## src/rtl/irqd_pkg.sv

```systemverilog
package irqd_pkg;

  localparam int ENTRY_W      = 64;
  localparam int VEC_LSB      = 0;
  localparam int DELM_LSB     = 8;
  localparam int DSTM_BIT     = 11;
  localparam int POL_BIT      = 13;
  localparam int TRIG_BIT     = 15;
  localparam int MASK_BIT     = 16;
  localparam int DEST_LSB     = 56;
  localparam logic [2:0] DELM_EXTINT = 3'b111;
  localparam logic [7:0] EXTINT_VEC  = 8'hFF;

  typedef struct packed {
    logic [7:0] dest;
    logic       dest_mode;
    logic [2:0] del_mode;
    logic [7:0] vector;
    logic       polarity;
    logic       trigger;
  } irq_msg_t;

  typedef enum logic [1:0] {
    ST_IDLE  = 2'd0,
    ST_PROBE = 2'd1,
    ST_SEND  = 2'd2
  } scan_state_t;

  function automatic irq_msg_t entry_to_msg(input logic [ENTRY_W-1:0] e);
    irq_msg_t m;
    m.dest      = e[DEST_LSB +: 8];
    m.dest_mode = e[DSTM_BIT];
    m.del_mode  = e[DELM_LSB +: 3];
    m.vector    = (e[DELM_LSB +: 3] == DELM_EXTINT) ? EXTINT_VEC : e[VEC_LSB +: 8];
    m.polarity  = e[POL_BIT];
    m.trigger   = e[TRIG_BIT];
    return m;
  endfunction

endpackage

```

## src/rtl/irqd_pin_latch.sv

```systemverilog
module irqd_pin_latch #(
  parameter int NPINS = 24,
  localparam int IDX_W = $clog2(NPINS)
) (
  input  logic             clk,
  input  logic             rst_n,
  input  logic [NPINS-1:0] line_in,
  input  logic [NPINS-1:0] level_sel,
  input  logic             clr_req,
  input  logic [IDX_W-1:0] clr_idx,
  output logic [NPINS-1:0] pending,
  output logic             rise_any
);

  logic [NPINS-1:0] line_q;
  logic [NPINS-1:0] rise;
  logic [NPINS-1:0] pend_d;

  assign rise     = line_in & ~line_q;
  assign rise_any = |rise;

  for (genvar g = 0; g < NPINS; g++) begin : g_pin
    logic hit;
    assign hit = clr_req && (clr_idx == IDX_W'(g));
    always_comb begin
      if (level_sel[g]) pend_d[g] = line_in[g];
      else              pend_d[g] = rise[g] | (pending[g] & ~hit);
    end
  end

  always_ff @(posedge clk or negedge rst_n) begin
    if (!rst_n) begin
      line_q  <= '0;
      pending <= '0;
    end else begin
      line_q  <= line_in;
      pending <= pend_d;
    end
  end

  // a level line's pending bit mirrors its input one cycle later
  p_level_track_r6: assert property (@(posedge clk) disable iff (!rst_n)
    1'b1 |=> (((pending ^ $past(line_in)) & $past(level_sel)) == '0));

  // accepting an edge line's message consumes its pending bit
  p_edge_clear_r5: assert property (@(posedge clk) disable iff (!rst_n)
    (clr_req && !level_sel[clr_idx] && !rise[clr_idx]) |=> !pending[$past(clr_idx)]);

endmodule

```

## src/rtl/irqd_scan_ctrl.sv

```systemverilog
module irqd_scan_ctrl
  import irqd_pkg::*;
#(
  parameter int NPINS = 24,
  localparam int IDX_W = $clog2(NPINS)
) (
  input  logic             clk,
  input  logic             rst_n,
  input  logic             kick,
  input  logic [NPINS-1:0] eligible,
  input  logic             out_ready,
  output logic [IDX_W-1:0] cur_idx,
  output logic             capture,
  output logic             accept,
  output logic             out_valid
);

  localparam logic [IDX_W-1:0] LAST_IDX = IDX_W'(NPINS - 1);

  scan_state_t      state_q, state_d;
  logic [IDX_W-1:0] idx_q, idx_d;
  logic             rerun_q, rerun_d;
  logic             advance, rerun_set;

  assign cur_idx   = idx_q;
  assign out_valid = (state_q == ST_SEND);
  assign capture   = (state_q == ST_PROBE) && eligible[idx_q];
  assign accept    = (state_q == ST_SEND) && out_ready;
  assign advance   = ((state_q == ST_PROBE) && !eligible[idx_q]) || accept;
  assign rerun_set = rerun_q | kick;

  always_comb begin
    state_d = state_q;
    idx_d   = idx_q;
    rerun_d = rerun_q;
    case (state_q)
      ST_IDLE: begin
        if (kick) begin
          state_d = ST_PROBE;
          idx_d   = '0;
          rerun_d = 1'b0;
        end
      end
      default: begin
        if (capture) begin
          state_d = ST_SEND;
          rerun_d = rerun_set;
        end else if (advance) begin
          if (idx_q == LAST_IDX) begin
            idx_d   = '0;
            rerun_d = 1'b0;
            state_d = rerun_set ? ST_PROBE : ST_IDLE;
          end else begin
            idx_d   = idx_q + IDX_W'(1);
            rerun_d = rerun_set;
            state_d = ST_PROBE;
          end
        end else begin
          rerun_d = rerun_set;
        end
      end
    endcase
  end

  always_ff @(posedge clk or negedge rst_n) begin
    if (!rst_n) begin
      state_q <= ST_IDLE;
      idx_q   <= '0;
      rerun_q <= 1'b0;
    end else begin
      state_q <= state_d;
      idx_q   <= idx_d;
      rerun_q <= rerun_d;
    end
  end

  // the scan pointer only steps up by one or wraps to zero
  p_scan_order_r7: assert property (@(posedge clk) disable iff (!rst_n)
    (idx_q != $past(idx_q)) |-> ((idx_q == $past(idx_q) + IDX_W'(1)) || (idx_q == '0)));

  // a trigger during a scan is remembered or restarts at zero
  p_rerun_kept_r9: assert property (@(posedge clk) disable iff (!rst_n)
    (kick && state_q != ST_IDLE) |=> (rerun_q || (state_q == ST_PROBE && idx_q == '0)));

endmodule

```

## src/rtl/irqd_msg_reg.sv

```systemverilog
module irqd_msg_reg
  import irqd_pkg::*;
(
  input  logic               clk,
  input  logic               rst_n,
  input  logic               capture,
  input  logic [ENTRY_W-1:0] entry,
  input  logic               out_valid,
  input  logic               out_ready,
  output irq_msg_t           msg
);

  irq_msg_t msg_q, msg_d;

  assign msg_d = capture ? entry_to_msg(entry) : msg_q;
  assign msg   = msg_q;

  always_ff @(posedge clk or negedge rst_n) begin
    if (!rst_n) msg_q <= '0;
    else        msg_q <= msg_d;
  end

  // a stalled message keeps valid and every field
  p_hold_stall_r8: assert property (@(posedge clk) disable iff (!rst_n)
    (out_valid && !out_ready) |=> (out_valid && $stable(msg_q)));

  // external-interrupt delivery always shows the all-ones vector
  p_extint_vec_r3: assert property (@(posedge clk) disable iff (!rst_n)
    (out_valid && msg_q.del_mode == DELM_EXTINT) |-> (msg_q.vector == EXTINT_VEC));

endmodule

```

## src/rtl/irq_dispatch.sv

```systemverilog
module irq_dispatch
  import irqd_pkg::*;
#(
  parameter int NPINS = 24,
  localparam int IDX_W = $clog2(NPINS)
) (
  input  logic                     clk,
  input  logic                     rst_n,
  input  logic [NPINS-1:0]         irq_in,
  input  logic [NPINS*ENTRY_W-1:0] tbl_flat,
  input  logic                     tbl_changed,
  output logic                     msg_valid,
  input  logic                     msg_ready,
  output logic [7:0]               msg_dest,
  output logic                     msg_dest_mode,
  output logic [2:0]               msg_del_mode,
  output logic [7:0]               msg_vector,
  output logic                     msg_polarity,
  output logic                     msg_trigger
);

  logic [1:0] rst_sync_q;
  logic       rst_i_n;

  always_ff @(posedge clk or negedge rst_n) begin
    if (!rst_n) rst_sync_q <= 2'b00;
    else        rst_sync_q <= {rst_sync_q[0], 1'b1};
  end
  assign rst_i_n = rst_sync_q[1];

  logic [ENTRY_W-1:0] ent_arr [NPINS];
  logic [NPINS-1:0]   level_sel, mask_sel, pending, eligible;
  logic               unused_tbl;

  for (genvar g = 0; g < NPINS; g++) begin : g_ent
    assign ent_arr[g]   = tbl_flat[g*ENTRY_W +: ENTRY_W];
    assign level_sel[g] = ent_arr[g][TRIG_BIT];
    assign mask_sel[g]  = ent_arr[g][MASK_BIT];
  end
  assign unused_tbl = ^tbl_flat;

  logic             rise_any, kick, capture, accept;
  logic [IDX_W-1:0] cur_idx;
  irq_msg_t         msg;

  assign kick     = rise_any | tbl_changed;
  assign eligible = pending & ~mask_sel;

  irqd_pin_latch #(.NPINS(NPINS)) u_latch (
    .clk       (clk),
    .rst_n     (rst_i_n),
    .line_in   (irq_in),
    .level_sel (level_sel),
    .clr_req   (accept),
    .clr_idx   (cur_idx),
    .pending   (pending),
    .rise_any  (rise_any)
  );

  irqd_scan_ctrl #(.NPINS(NPINS)) u_scan (
    .clk       (clk),
    .rst_n     (rst_i_n),
    .kick      (kick),
    .eligible  (eligible),
    .out_ready (msg_ready),
    .cur_idx   (cur_idx),
    .capture   (capture),
    .accept    (accept),
    .out_valid (msg_valid)
  );

  irqd_msg_reg u_msg (
    .clk       (clk),
    .rst_n     (rst_i_n),
    .capture   (capture),
    .entry     (ent_arr[cur_idx]),
    .out_valid (msg_valid),
    .out_ready (msg_ready),
    .msg       (msg)
  );

  assign msg_dest      = msg.dest;
  assign msg_dest_mode = msg.dest_mode;
  assign msg_del_mode  = msg.del_mode;
  assign msg_vector    = msg.vector;
  assign msg_polarity  = msg.polarity;
  assign msg_trigger   = msg.trigger;

  // no message is offered while reset is held
  p_reset_quiet_r1: assert property (@(posedge clk)
    (!rst_i_n) |-> !msg_valid);

endmodule

```

## config.mk

```make
export PLATFORM = sky130hd
export DESIGN_NAME = irq_dispatch
export DESIGN_NICKNAME = d
export VERILOG_FILES = /design/src/rtl/irqd_pkg.sv /design/src/rtl/irqd_pin_latch.sv /design/src/rtl/irqd_scan_ctrl.sv /design/src/rtl/irqd_msg_reg.sv /design/src/rtl/irq_dispatch.sv
export SDC_FILE = /design/constraint.sdc
export NUM_CORES = 1
export LEC_CHECK = 0
export BUFFER_PORTS_ARGS = -buffer_cell sky130_fd_sc_hd__clkbuf_2
export CAP_MARGIN = 20
export CORE_AREA = 3 3 613 615
export CTS_CLUSTER_SIZE = 16
export DETAILED_ROUTE_END_ITERATION = 7
export DIE_AREA = 0 0 616 618
export PLACE_DENSITY = 0.3
export SETUP_SLACK_MARGIN = 0.15
export SLEW_MARGIN = 20
export SYNTH_ARGS = -nofsm -noshare
export SYNTH_HDL_FRONTEND = slang
export SYNTH_HIERARCHICAL = 1
export SYNTH_SLANG_ARGS = --single-unit
```

## constraint.sdc

```tcl
create_clock -name clk -period 3.1 [get_ports clk]
set_input_delay 0.62 -clock clk [delete_from_list [all_inputs] [get_ports clk]]
set_output_delay 0.62 -clock clk [all_outputs]
set_load 0.02 [all_outputs]
```

==> impl_metrics.csv, run 1 <==
group,metric,value,unit
status,status,"finished clean",
grt,grt_pass1_wl,146800,um
critical_path,end_kind,"flip-flop",
yosys,syn_inst,974,
grt,grt_start_max_net_pins,50,
critical_path,path_buf_inv,4,
job,cap_violations,0,
drt,drt-initial-drc-count,660,
drt,drt_pass1_iterations,5,
grt,grt_pass1_vias,10810,
critical_path,cp.required,3.46,ns
clock_network,numCtsBuffers,9,
sta,hold_violations,0,
sta,max_freq,342.5,MHz
cells_and_area,syn_to_final_growth,115.4,%
critical_path,crit_top_cell,"buf_4",
yosys,yosysWarnings,6,
worst_hold_path,hold_class,"in2reg",
grt,track_usage,0.06390,
clock_network,cts_tree,"done",
sta,tightest_slew,0.7378,ns
critical_path,cpMaxStageDelayCell,"nor4_1",
critical_path,r2r.worst_path.cells,10,
critical_path,critPathLaunchType,"input pin",
pwr,power.total,13910,uW
clock_network,cts.path.max_buffers,2,
drt,postRouteAntennaNets,0,
worst_hold_path,holdPathStages,1,
pwr,ir_drop,0.3702,mV
placed_design,portBuffers,602,
critical_path,crit_type,"in2reg",
yosys,syn_nets,2539,
yosys,syn-cell-area,0.008964,mm2
floorplanning,die_y,618,um
placed_design,place.gp.congestion,0.7101,
floorplanning,design.die.area,0.3807,mm2
sta,drv_slew,0,
clock_network,cts.clk_slew.worst_paths,0.08,ns
drt,viasPerCell,1.614,
clock_network,cts-root-buf,"clkbuf_16",
sta,max-slew-margin-rel,0.4941,
sta,setup_violations,0,
sta,fin_skew,0.02742,ns
critical_path,path_delay_family,"simple AND/OR/NAND/NOR gates",
sta,post-route-min-period,2.919,ns
floorplanning,start_util,0.02414,
placed_design,hpwl,115400,um
floorplanning,die_w,616,um
floorplanning,io_pins,1587,
grt,grt_overflow_total,0,
critical_path,crit_fanout,6,
clock_network,clock_sinks,80,
floorplanning,core,0.3714,mm2
yosys,avgSynthCellArea,9.203,um2
drt,num_vias,10620,
placed_design,dp_slack,-0.1592,ns
clock_network,htree_levels,3,
drt,wire_per_inst,19.05,um
critical_path,worstPathCellList,"clkbuf_2 > inv_1 > o22ai_1 > nor4_1 > buf_4 > nand3_1 > or2_2 > mux2i_1 > nor2_1 > a41oi_4 > o221a_1 > buf_4",
grt,antenna_found_initial,129,
cells_and_area,fin_nets,3139,
drt,drc,0,
sta,setup_ws,0.1806,ns
drt,finalWirelength,125400,um
sta,fin_crit_sh,0.9417,
sta,rsz0062_at_grt,"no",
critical_path,worst-path-stages,12,
critical_path,slowest_delay,0.59,ns
clock_network,clk_latency,0.44,ns
cells_and_area,fillers,44030,
pwr,cellPowerDensity,720.1,mW/mm2
pwr,leakagePower,0.006873,uW
floorplanning,fp-row-count,224,
cells_and_area,drive_above_1_share,0.5605,
critical_path,cp_data_arrival_time,3.28,ns
## worst paths after layout
kind	start	endpoint	slack (ns)
worst max register to register	u_scan/cur_idx[0]$_DFFE_PN0P_	u_msg/msg[15]$_DFFE_PN0P_	0.24
min in group asynchronous	rst_sync_q[1]$_DFF_PN0_	u_scan/cur_idx[3]$_DFFE_PN0P_	0.34
worst min register to register	rst_sync_q[1]$_DFF_PN0_	u_scan/cur_idx[3]$_DFFE_PN0P_	0.34
worst max-delay path	irq_in[14]	u_scan/cur_idx[1]$_DFFE_PN0P_	0.18
worst min-delay path	irq_in[4]	u_latch/line_q[4]$_DFF_PN0_	0.32
max in group asynchronous	rst_sync_q[1]$_DFF_PN0_	u_latch/pending[14]$_DFF_PN0_	2.01
## area by class of cell
class	instances	area, um2	area share
clock buffer	9	225.2	0.01166
antenna	28	70.07	0.003628
tap	4972	6221	0.3221
multi-input combinational	658	5857	0.3033
clock inverter	7	90.09	0.004665
inverter	53	198.9	0.01030
sequential	80	2017	0.1044
timing repair buffer	772	4632	0.2399
## timing repair
item | 4_1_cts | 5_1_grt
gates cloned | 1 | 0
setup endpoints to repair | 8 | 8
hold buffers | 1 | 0
hold endpoints to repair | 2 | 0
gates resized for setup | 9 | 1
setup buffers | 1 | 5
pin swaps | 1 | 0
## registers in the layout, summed over array words and instances, names as in the netlist
| signal | count |
|---|---|
| rst_sync_q | 2 |
| u_latch/line_q | 24 |
| u_latch/pending | 24 |
| u_msg/msg | 22 |
| u_scan/cur_idx | 5 |
| u_scan/rerun_q | 1 |
| u_scan/state_q | 2 |
## through the flow
stage          cell area [um2]  instances  TNS (ns)  hold slack (ns)     util
2_1_floorplan             8964        974         0           0.3244        -
5_1_grt                  19280       6565         0           0.2609  0.05191
3_3_place_gp             18770       6526    -3.147           0.3379  0.05053
4_1_cts                  19190       6546         0           0.2408  0.05166
3_5_place_dp             18770       6527   -0.5425           0.3412  0.05055
6_report                 19310       6579         0           0.3155  0.05200
## layout by cell type, fill, tap and decap left out, drive strengths merged, types with 33 or more instances in the layout
master,instances
dfrtp,80
buf,168
nand3,63
clkbuf,611
nor2b,48
a21oi,33
mux2i,181
inv,55
a22oi,66
mux4,48
nand2,35
## layer usage
| metal | global-route usage | vias to the layer above | part of all wire |
|---|---|---|---|
| met2 | 0.1107 | 586 | 0.49 |
| met4 | 0.01372 | 20 | 0.022 |
| li1 | - | 4770 | - |
| met1 | 0.07724 | 5047 | 0.42 |
| met5 | 0 | - | 0.0012 |
| met3 | 0.01920 | 193 | 0.062 |
## where the power goes
group	switching, uW	leakage (uW)	internal, uW
Combinational	6650	0.00580	4320
Sequential	281	0.000917	1290
Clock	722	0.000154	645
(Power assumes the default switching activity.)
==> run 2, diff against run 1 <==
--- a/config.mk
+++ b/config.mk
@@ -7,10 +7,10 @@
 export LEC_CHECK = 0
 export BUFFER_PORTS_ARGS = -buffer_cell sky130_fd_sc_hd__clkbuf_2
 export CAP_MARGIN = 20
-export CORE_AREA = 3 3 613 615
+export CORE_AREA = 3 3 612 614
 export CTS_CLUSTER_SIZE = 16
 export DETAILED_ROUTE_END_ITERATION = 7
-export DIE_AREA = 0 0 616 618
+export DIE_AREA = 0 0 615 617
 export PLACE_DENSITY = 0.3
 export SETUP_SLACK_MARGIN = 0.15
 export SLEW_MARGIN = 20
==> impl_metrics.csv, run 2 (synthesis gave the netlist of run 1 again) <==
group,metric,value,unit
grt,grt_pass1_wl,148200,um
floorplanning,start_util,0.02428,
placed_design,place.gp.congestion,0.7402,
grt,grt_start_max_net_pins,41,
sta,fin_skew,0.03511,ns
placed_design,portBuffers,602,
pwr,ir_drop,0.2566,mV
drt,viasPerCell,1.638,
sta,max-slew-margin-rel,0.3952,
floorplanning,fp-row-count,223,
critical_path,critPathLaunchType,"flip-flop",
floorplanning,io_pins,1587,
clock_network,cts-root-buf,"clkbuf_16",
grt,grt_pass1_vias,11080,
sta,post-route-min-period,2.899,ns
job,cap_violations,0,
cells_and_area,fin_cells,6577,
pwr,leakagePower,0.006819,uW
cells_and_area,fillers,43710,
pwr,power.total,13870,uW
grt,antenna_found_initial,135,
clock_network,clock_sinks,80,
critical_path,cp_data_arrival_time,3.21,ns
cells_and_area,seq_area,0.002017,mm2
clock_network,numCtsBuffers,9,
sta,max_freq,344.9,MHz
cells_and_area,fin_nets,3132,
drt,drt_pass1_iterations,6,
cells_and_area,multi_input_area,0.005868,mm2
clock_network,htree_levels,3,
grt,track_usage,0.06418,
floorplanning,die_y,617,um
clock_network,clk_latency,0.43,ns
sta,tightest_slew,0.8820,ns
floorplanning,design.die.area,0.3795,mm2
pwr,cellPowerDensity,720.3,mW/mm2
sta,tns,0,ns
critical_path,end_kind,"flip-flop",
drt,drt-initial-drc-count,598,
critical_path,crit_type,"reg2reg",
drt,num_vias,10770,
sta,fin_crit_sh,0.9353,
critical_path,cp.required,3.41,ns
cells_and_area,mostFrequentLayoutCells,"clkbuf_2 (602), mux2i_1 (169), buf_4 (139)",
cells_and_area,drive_above_1_share,0.5585,
drt,finalWirelength,125200,um
clock_network,cts.clk_slew.worst_paths,0.11,ns
clock_network,cts.path.max_buffers,2,
sta,setup_violations,0,
drt,drc,0,
placed_design,placed_cells,6501,
floorplanning,core,0.3691,mm2
status,status,"finished clean",
drt,postRouteAntennaNets,0,
sta,rsz0062_at_grt,"no",
worst_hold_path,holdPathStages,1,
sta,hold_violations,0,
critical_path,r2r.worst_path.cells,9,
cells_and_area,syn_to_final_growth,114.8,%
critical_path,crit_fanout,20,
floorplanning,die_w,615,um
clock_network,cts_tree,"done",
sta,setup_ws,0.2006,ns
worst_hold_path,hold_class,"in2reg",
placed_design,hpwl,115900,um
placed_design,dp_slack,-0.2925,ns
cells_and_area,layout_commonest_cell,"clkbuf_2",
drt,wire_per_inst,19.03,um
sta,drv_slew,0,
grt,grt_overflow_total,0,
run 2: metal layers:
metal,global-route usage,vias up,share of wire
li1,-,4788,-
met1,0.07775,5187,0.41
met2,0.1095,595,0.49
met3,0.02024,168,0.074
met4,0.01529,32,0.017
met5,0,-,0.0018
run 2: power by group:
part           leakage, uW  total [uW]  switching, uW  internal [uW]
Clock             0.000163        1440            712            726
Sequential        0.000917        1610            320           1290
Combinational      0.00574       10800           6690           4140
run 2: path summary, 6_finish.rpt:
check | startpoint | endpoint | slack, ns
max | u_scan/cur_idx[0]$_DFFE_PN0P_ | u_msg/msg[2]$_DFFE_PN0P_ | 0.20
min | irq_in[1] | u_latch/line_q[1]$_DFF_PN0_ | 0.33
max reg2reg | u_scan/cur_idx[0]$_DFFE_PN0P_ | u_msg/msg[2]$_DFFE_PN0P_ | 0.20
min reg2reg | rst_sync_q[1]$_DFF_PN0_ | u_msg/msg[3]$_DFFE_PN0P_ | 0.36
max in group asynchronous | rst_sync_q[1]$_DFF_PN0_ | u_latch/line_q[7]$_DFF_PN0_ | 1.97
min in group asynchronous | rst_sync_q[1]$_DFF_PN0_ | u_msg/msg[3]$_DFFE_PN0P_ | 0.36
run 2: timing repair:
item / CTS / global route
hold buffers: 1 / 0
endpoints found under the setup margin: 12 / 18
hold endpoints to repair: 2 / 0
setup buffers: 4 / 0
gates resized for setup: 7 / 3
pin swaps: 1 / 1
run 2: layout make-up:
type                       count  area share
clock inverter                 7    0.005523
tap                         4950      0.3216
inverter                      53     0.01033
antenna                       55    0.007147
timing repair buffer         765      0.2342
sequential                    80      0.1047
multi-input combinational    658      0.3047
clock buffer                   9     0.01170
run 2: stage by stage:
step	hold slack (ns)	utilization	area, um2
2_1_floorplan	0.3244	-	8964
3_3_place_gp	0.3379	0.05051	18650
3_5_place_dp	0.3471	0.05056	18670
4_1_cts	0.2614	0.05174	19100
5_1_grt	0.2817	0.05198	19190
6_report	0.3280	0.05216	19260
run 2: worst max-delay path, cell delays in order (launching register included):
cell and delay, ns:
dfrtp_4 0.55, buf_12 0.25, mux2i_2 0.72, a221oi_1 0.25
a22oi_1 0.25, o211ai_1 0.13, buf_4 0.17, nand3_1 0.17
buf_12 0.17, a31oi_1 0.09
